File: src/rtl/ctl3w_pkg.sv
package ctl3w_pkg;

    localparam int FRAME_BITS = 16;
    localparam int ADDR_LSB   = 9;
    localparam int ADDR_W     = 2;
    localparam int FIELD_W    = ADDR_LSB;
    localparam int PAYLOAD_W  = ADDR_LSB + ADDR_W;
    localparam int NREG       = 1 << ADDR_W;

    typedef enum logic [ADDR_W-1:0] {
        REG_ATT_L = 2'd0,
        REG_ATT_R = 2'd1,
        REG_MODE  = 2'd2,
        REG_FMT   = 2'd3
    } reg_sel_e;

    typedef enum logic [1:0] {
        RMUL_NORMAL = 2'd0,
        RMUL_DOUBLE = 2'd1,
        RMUL_HALF   = 2'd2,
        RMUL_RSVD   = 2'd3
    } rate_mult_e;

    typedef enum logic [1:0] {
        RGRP_44K1 = 2'd0,
        RGRP_48K  = 2'd1,
        RGRP_32K  = 2'd2,
        RGRP_RSVD = 2'd3
    } rate_grp_e;

    typedef struct packed {
        logic       load;
        logic [7:0] code;
    } att_t;

    typedef struct packed {
        logic [3:0] out_mode;
        logic [1:0] word_len;
        logic       op_off;
        logic       deemph;
        logic       mute;
    } mode_t;

    typedef struct packed {
        logic       zero_det;
        rate_grp_e  rate_grp;
        rate_mult_e rate_mult;
        logic       clk_256;
        logic       att_common;
        logic       lr_pol;
        logic       i2s;
    } fmt_t;

    function automatic logic [FIELD_W-1:0] reg_default(input int idx);
        att_t  a;
        mode_t m;
        fmt_t  f;
        a = '{load: 1'b0, code: 8'hFF};
        m = '{out_mode: 4'b1001, word_len: 2'b00, op_off: 1'b0, deemph: 1'b0, mute: 1'b0};
        f = '{zero_det: 1'b0, rate_grp: RGRP_44K1, rate_mult: RMUL_NORMAL,
              clk_256: 1'b0, att_common: 1'b0, lr_pol: 1'b0, i2s: 1'b0};
        case (idx)
            0, 1:    return a;
            2:       return m;
            default: return f;
        endcase
    endfunction

endpackage

File: src/rtl/ctl3w_sync.sv
module ctl3w_sync #(
    parameter int LINES  = 3,
    parameter int STAGES = 2
) (
    input  logic             clk,
    input  logic             rst,
    input  logic [LINES-1:0] din,
    output logic [LINES-1:0] dout
);

    for (genvar i = 0; i < LINES; i++) begin : g_line
        logic [STAGES-1:0] pipe;
        always_ff @(posedge clk) begin
            if (rst) pipe <= '0;
            else     pipe <= {pipe[STAGES-2:0], din[i]};
        end
        assign dout[i] = pipe[STAGES-1];
    end

endmodule

File: src/rtl/ctl3w_shift.sv
module ctl3w_shift
    import ctl3w_pkg::*;
#(
    parameter int FRAME_LEN = FRAME_BITS,
    parameter int WORD_W    = PAYLOAD_W
) (
    input  logic              clk,
    input  logic              rst,
    input  logic              data_s,
    input  logic              sclk_s,
    input  logic              latch_s,
    output logic              commit,
    output logic [WORD_W-1:0] word
);

    localparam int CNT_W = $clog2(FRAME_LEN + 1);

    logic              sclk_d, latch_d;
    logic              sclk_rise, latch_rise;
    logic [WORD_W-1:0] sr;
    logic [CNT_W-1:0]  cnt;

    assign sclk_rise  = sclk_s & ~sclk_d;
    assign latch_rise = latch_s & ~latch_d;

    always_ff @(posedge clk) begin
        if (rst) begin
            sclk_d  <= 1'b0;
            latch_d <= 1'b0;
            sr      <= '0;
            cnt     <= '0;
            commit  <= 1'b0;
            word    <= '0;
        end else begin
            sclk_d  <= sclk_s;
            latch_d <= latch_s;
            commit  <= latch_rise && (cnt == CNT_W'(FRAME_LEN));
            if (latch_rise) begin
                word <= sr;
                cnt  <= '0;
            end else if (sclk_rise) begin
                sr <= {sr[WORD_W-2:0], data_s};
                if (cnt != CNT_W'(FRAME_LEN)) cnt <= cnt + 1'b1;
            end
        end
    end

    AST_COMMIT_PULSE: assert property (@(posedge clk) disable iff (rst)
        commit |=> !commit);

endmodule

File: src/rtl/ctl3w_regfile.sv
module ctl3w_regfile
    import ctl3w_pkg::*;
(
    input  logic                 clk,
    input  logic                 rst,
    input  logic                 commit,
    input  logic [PAYLOAD_W-1:0] word,
    output att_t                 att_l,
    output att_t                 att_r,
    output mode_t                mode,
    output fmt_t                 fmt
);

    logic [ADDR_W-1:0]  addr;
    logic [FIELD_W-1:0] regs [NREG];

    assign addr = word[PAYLOAD_W-1:FIELD_W];

    for (genvar g = 0; g < NREG; g++) begin : g_reg
        always_ff @(posedge clk) begin
            if (rst)                                        regs[g] <= reg_default(g);
            else if (commit && (addr == ADDR_W'(g)))        regs[g] <= word[FIELD_W-1:0];
        end
    end

    assign att_l = att_t'(regs[REG_ATT_L]);
    assign att_r = att_t'(regs[REG_ATT_R]);
    assign mode  = mode_t'(regs[REG_MODE]);
    assign fmt   = fmt_t'(regs[REG_FMT]);

    AST_RESET_DEFAULTS: assert property (@(posedge clk)
        rst |=> (regs[0] == 9'h0FF && regs[1] == 9'h0FF && regs[2] == 9'h120 && regs[3] == 9'h000));

    AST_HOLD_NO_COMMIT: assert property (@(posedge clk) disable iff (rst)
        !commit |=> ($stable(regs[0]) && $stable(regs[1]) && $stable(regs[2]) && $stable(regs[3])));

    AST_ONE_REG_WRITE: assert property (@(posedge clk) disable iff (rst)
        commit |=> ($countones({regs[0] != $past(regs[0]), regs[1] != $past(regs[1]),
                                regs[2] != $past(regs[2]), regs[3] != $past(regs[3])}) <= 1));

endmodule

File: src/rtl/ctl3w_rstseq.sv
module ctl3w_rstseq #(
    parameter int HOLD_CYCLES = 1024
) (
    input  logic clk,
    input  logic rst,
    output logic func_rst
);

    localparam int CW = $clog2(HOLD_CYCLES + 1);

    logic [CW-1:0] cnt;

    always_ff @(posedge clk) begin
        if (rst)                          cnt <= '0;
        else if (cnt != CW'(HOLD_CYCLES)) cnt <= cnt + 1'b1;
    end

    assign func_rst = (cnt != CW'(HOLD_CYCLES));

    AST_HOLD_IN_RESET: assert property (@(posedge clk)
        rst |=> func_rst);

    AST_RELEASE_STICKS: assert property (@(posedge clk) disable iff (rst)
        !func_rst |=> !func_rst);

endmodule

File: src/rtl/ctl3w_port.sv
module ctl3w_port
    import ctl3w_pkg::*;
#(
    parameter int SYNC_STAGES = 2,
    parameter int HOLD_CYCLES = 1024
) (
    input  logic       clk,
    input  logic       rst,
    input  logic       ctl_data,
    input  logic       ctl_clk,
    input  logic       ctl_latch,
    output logic [7:0] att_left,
    output logic [7:0] att_right,
    output logic       ld_left,
    output logic       ld_right,
    output logic       mute,
    output logic       deemph,
    output logic       op_off,
    output logic [1:0] word_len,
    output logic [3:0] out_mode,
    output logic       fmt_i2s,
    output logic       lr_pol,
    output logic       att_common,
    output logic       clk_256,
    output logic [1:0] rate_mult,
    output logic [1:0] rate_grp,
    output logic       zero_det_en,
    output logic       func_rst
);

    logic [2:0]           lines_s;
    logic                 commit;
    logic [PAYLOAD_W-1:0] word;
    att_t                 att_l, att_r;
    mode_t                mode;
    fmt_t                 fmt;

    ctl3w_sync #(.LINES(3), .STAGES(SYNC_STAGES)) i_sync (
        .clk  (clk),
        .rst  (rst),
        .din  ({ctl_latch, ctl_clk, ctl_data}),
        .dout (lines_s)
    );

    ctl3w_shift #(.FRAME_LEN(FRAME_BITS), .WORD_W(PAYLOAD_W)) i_shift (
        .clk     (clk),
        .rst     (rst),
        .data_s  (lines_s[0]),
        .sclk_s  (lines_s[1]),
        .latch_s (lines_s[2]),
        .commit  (commit),
        .word    (word)
    );

    ctl3w_regfile i_regs (
        .clk    (clk),
        .rst    (rst),
        .commit (commit),
        .word   (word),
        .att_l  (att_l),
        .att_r  (att_r),
        .mode   (mode),
        .fmt    (fmt)
    );

    ctl3w_rstseq #(.HOLD_CYCLES(HOLD_CYCLES)) i_rstseq (
        .clk      (clk),
        .rst      (rst),
        .func_rst (func_rst)
    );

    assign att_left    = att_l.code;
    assign ld_left     = att_l.load;
    assign att_right   = att_r.code;
    assign ld_right    = att_r.load;
    assign mute        = mode.mute;
    assign deemph      = mode.deemph;
    assign op_off      = mode.op_off;
    assign word_len    = mode.word_len;
    assign out_mode    = mode.out_mode;
    assign fmt_i2s     = fmt.i2s;
    assign lr_pol      = fmt.lr_pol;
    assign att_common  = fmt.att_common;
    assign clk_256     = fmt.clk_256;
    assign rate_mult   = fmt.rate_mult;
    assign rate_grp    = fmt.rate_grp;
    assign zero_det_en = fmt.zero_det;

endmodule

File: config.mk
export PLATFORM = sky130hd
export DESIGN_NAME = ctl3w_port
export DESIGN_NICKNAME = d
export VERILOG_FILES = /design/src/rtl/ctl3w_pkg.sv /design/src/rtl/ctl3w_sync.sv /design/src/rtl/ctl3w_shift.sv /design/src/rtl/ctl3w_regfile.sv /design/src/rtl/ctl3w_rstseq.sv /design/src/rtl/ctl3w_port.sv
export SDC_FILE = /design/constraint.sdc
export NUM_CORES = 1
export LEC_CHECK = 0
export BUFFER_PORTS_ARGS = -buffer_cell sky130_fd_sc_hd__buf_2
export CAP_MARGIN = 20
export CORE_ASPECT_RATIO = 0.9
export CORE_MARGIN = 5
export CORE_UTILIZATION = 48
export CTS_CLUSTER_SIZE = 24
export DETAILED_ROUTE_END_ITERATION = 12
export GPL_ROUTABILITY_DRIVEN = 0
export HOLD_SLACK_MARGIN = 0.05
export PLACE_DENSITY = 0.68
export SLEW_MARGIN = 25
export SYNTH_ARGS = -nofsm -noshare
export SYNTH_HDL_FRONTEND = slang
export SYNTH_HIERARCHICAL = 1
export SYNTH_SLANG_ARGS = --single-unit
File: constraint.sdc
create_clock -name clk -period 3.1 [get_ports clk]
set_input_delay 0.31 -clock clk [delete_from_list [all_inputs] [get_ports clk]]
set_output_delay 0.31 -clock clk [all_outputs]
set_load 0.005 [all_outputs]
**Yosys cells after proc, flatten, opt, wreduce, memory -nomap -nowiden**

Memories as Yosys holds them, arrays and structs flattened.
Index checks and enable logic that the tools add are counted.

- Output and inout port bits: 37
- Memories: 1
- Memory bits (writable): 36
- Input bits: 5
- Register bits: 47

- Add/sub/neg operators: 2
- Muxes and demuxes: 18
- Reductions and logical operators: 9
- Equal/unequal tests: 6
- Bitwise logic cells: 9

Memory list:

| name | depth | width | read ports | clocked after memory_dff | write ports | line | source |
|---|---|---|---|---|---|---|---|
| i_regs.regs | 4 | 9 | 4 | 0 | 4 | ctl3w_regfile.sv:15 | `logic [FIELD_W-1:0] regs [NREG];` |

Operator list:

| operator | number |
|---|---|
| 9-bit 2-to-1 mux | 4 |
| 1-bit 2-to-1 mux | 14 |
| 11-bit by 1-bit adder with 11-bit output, second input constant | 1 |
| 11-bit inequality test, second input constant | 1 |
| 5-bit by 1-bit adder with 5-bit output, second input constant | 1 |
| 5-bit == test, second input constant | 1 |
| 1-bit logical AND | 5 |
| 5-bit inequality test, second input constant | 1 |
| 2-bit == test, second input constant | 2 |
| 1-bit OR | 4 |
| 2-bit AND reduction | 2 |
| 1-bit inverter | 3 |
| 1-bit AND | 2 |
| 2-bit by 1-bit == test with 1-bit output, second input constant | 1 |
| 2-bit zero test | 1 |
| 2-bit OR reduction | 1 |

**Logic depth before layout (Yosys ltp)**

- Word-level depth: 6
- Depth in mapped cells: 5

**By module**

Netlist, hierarchy kept.

Modules (own cells, without submodules):

| module | instances | area each (µm²) | cells each | seq. area each (µm²) |
|---|---|---|---|---|
| ctl3w_regfile | 1 | 1453.9 | 90 | 1081.0 |
| ctl3w_shift | 1 | 1148.6 | 137 | 600.6 |
| ctl3w_rstseq | 1 | 569.3 | 65 | 220.2 |
| ctl3w_sync | 1 | 180.2 | 15 | 120.1 |

**Worst setup path before layout**

Ideal clock, no wire load.

- Path type: register to register
- From: register i_rstseq.cnt[0]
- To: register i_rstseq.cnt[10]
- Stages on the path, launching flop included: 5
- Buffers on the path: 0
- Slack: 1.740 ns
- Library setup time: 0.121 ns
- Arrival: 1.240 ns
- Path through: dfxtp_1 -> ha_1 -> nand3_1 -> nor4_1 -> mux2_2

- Cells in the longest elaborated chain, start to end: 1
- Elaborated cells on any way between the ends: 2

RTL lines:

| element | line | source |
|---|---|---|
| start: declaration | ctl3w_rstseq.sv:11 | `logic [CW-1:0] cnt;` |
| start signal: assignment | ctl3w_rstseq.sv:15 | `else if (cnt != CW'(HOLD_CYCLES)) cnt <= cnt + 1'b1;` |
| 11-bit by 1-bit adder with 11-bit output / 11-bit inequality test (equally long branches) | ctl3w_rstseq.sv:15 |  |

Several ways; a longest one is shown, not always the timed one.
A chain may end at the register's enable or synchronous reset.

**Worst setup path after layout**

- From: register i_rstseq.cnt[0]
- To: output port func_rst

- Cells in the longest elaborated chain, start to end: 1

RTL lines:

| element | line | source |
|---|---|---|
| 11-bit inequality test | ctl3w_rstseq.sv:18 | `assign func_rst = (cnt != CW'(HOLD_CYCLES));` |
| end: declaration | ctl3w_port.sv:28 | `output logic func_rst` |

Every way passes these cells.

==> metrics <==
Num Clock Sinks=83; DRT Wirelength=5.714 mm; vias in the first global route=2094; layout net count=about 350; min Tclk post-route=1.668 ns; TritonCTS clock tree=yes; Area Growth Syn to Fin=12.21%; Max Clock Freq=around 600 MHz; syn_area_per_cell=around 11 sq um; gr usage total=0.1403; Worst EP required=~2.8 ns; routed vias=2207; most frequent cells in the layout=dfxtp_1, buf_2, edfxtp_1; CP Capture Type=primary output; Setup Skew=~0.0031 ns; TNS Setup=0 ns; Die Y-Extent=between 80 and 90 microns; Post-synth top flop=dfxtp_1; num rows=28; CP max stage delay=approximately 0.35 ns; fillers=630; htree depth=3; R2R cell count=4; Final WS setup=roughly 1.4 ns; final instance area=approximately 3800 sq um; Chip Width=approximately 100 microns; Port Buf Inserts=41; CTS max path bufs=2; CP Launch Type=register; post-cts resize count=0; Initial DRC Count=159; Max VDD drop=0.0003451 V; IO Count=42; worst-margin pin slew=0.9264 ns; DIE AREA=about 8800 sq um; EDFF count, synth=36; Setup violations, final=0; placed instance area=about 3600 sq um; share of cells above drive strength 1=0.2011; worst-path fanout max=5; first-pass GRT wire length=approximately 9.6 mm; status=completed; hold buffers post-CTS=0; Post-synth ARST share=0; final hold slack=around 0.17 ns; cell chosen for the clock root=clkbuf_8; Syn Inst Count=around 310; Leak Pwr=1.239 nW; critical-path cell list=inv_1, ha_1, nor2b_1, nand4_1, buf_2; synth unique cells=44; Worst Hold Depth=2; CP max stage cell=dfxtp_1; fin. max-slew vios=0; grt total ovfl=0; final core occ=0.5621; critical path depth in cells=5; buffer and inverter count on the worst path=2; core area=around 6700 sq um; Initial Util=0.5009; drt first pass iters=4; RSZ-0062 raised after global routing=false; commonest non-fill, non-tap cell in the layout=dfxtp_1; Worst EP arrival=between 1 and 1.5 ns; critical path class=register to primary output; post-CTS setup buffers=0; Max-cap violations=0; wire length per cell=between 10 and 15 microns; vias per inst=between 5 and 6; critical path's top delay family=flip-flops; CTS clock-pin slew for the worst setup and hold paths=~0.08 ns; final worst-path cycle share=0.5380; Synthesized Nets=316; CTS buffer count=9; clk_lat worst skew=0.35 ns; Placement Setup Slack=1.292 ns; Yosys warning count=6; Worst slew margin=0.3824; post-route ant nets=0; drt drc=0; largest net degree at the start of global routing=55; DP Wirelength=3.817 mm; register area share after synthesis=0.6032; pwr dens=just over 500 nW/um^2; synthesized cell area=roughly 3400 sq um; min-delay worst type=primary input to register; Yosys reg bits=just over 80; Hold Violations, Final=0; antenna diode count=0; initial antenna violation count=0
## flip-flops by register name, indices dropped and copies added (netlist names)
name / cells
i_regs/regs: 36
i_rstseq/cnt: 11
i_shift/sr: 11
i_shift/word: 11
i_sync/g_line.pipe: 6
i_shift/cnt: 5
i_shift/commit: 1
i_shift/latch_d: 1
i_shift/sclk_d: 1
## worst reg2reg max path, cell delays in order (launching register included)
cell and delay (ns):
dfxtp_1 0.40, ha_1 0.20, nand3_1 0.21, nor4_1 0.30
mux2_2 0.37
## routing by layer
layer  vias up  GRT usage  wire length (microns)
met4         0    0.05409                     69
li1       1144          -                      -
met2        50     0.2287                   2604
met1      1007     0.1726                   2686
met3         6    0.05148                    354
met5         -          0                      0
## final cells by class
class	count	area (sq um)	share of cell area
Sequential cell	83	2022	0.5376
Multi-Input combinational cell	200	1211	0.3220
Timing Repair Buffer	42	212.7	0.05655
Clock buffer	10	127.6	0.03393
Tap cell	90	112.6	0.02994
Clock inverter	6	48.80	0.01297
Inverter	7	26.28	0.006986
## where the power goes
group | total [mW] | internal [mW] | switching (mW) | leakage (nW)
combinational | 0.0665 | 0.0234 | 0.0431 | 0.468
sequential | 1.16 | 1.15 | 0.00885 | 0.692
clock | 0.683 | 0.299 | 0.384 | 0.0799
total | 1.91 | 1.48 | 0.436 | 1.24
## synthesized netlist by cell type, types with 5 or more instances
cell type,n,area share
a21oi_1,30,0.045
and2_1,15,0.028
buf_2,8,0.012
buf_4,5,0.011
dfxtp_1,47,0.28
edfxtp_1,36,0.32
inv_1,7,0.0078
nand2_1,29,0.032
nand2b_1,21,0.039
nand3_1,17,0.025
nor2_1,9,0.010
nor2b_1,13,0.024
o21ai_0,17,0.025
or3_1,7,0.013
## logic make-up (layout without fill, tap and decap cells)
family                   Yosys count  in the layout  synth area share
AO/OA/AOI/OAI                     58             58           0.09444
XOR/XNOR                           2              2          0.005227
multiplexers                       3              3          0.009705
buffers and inverters             24             65           0.03546
flip-flops                        83             83            0.6032
AND/OR/NAND/NOR                  133            133            0.2370
adder cells (fa/ha/maj)            4              4           0.01493
## metrics by stage
stage	total power, mW	instances
final	1.913	438
after global routing	2.001	438
after CTS	1.939	438
after detailed placement	1.257	422
after global placement	1.256	422
after floorplan	1.236	307
## worst paths after layout
| path | slack [ns] | to | from |
|---|---|---|---|
| max | 1.43 | func_rst | i_rstseq/cnt[0] |
| min | 0.17 | i_sync/g_line[0].pipe[0] | ctl_data |
| max reg2reg | 1.52 | i_rstseq/cnt[10] | i_rstseq/cnt[1] |
| min reg2reg | 0.44 | i_sync/g_line[2].pipe[1] | i_sync/g_line[2].pipe[0] |
Note: power is estimated with default switching activity, not from simulation.
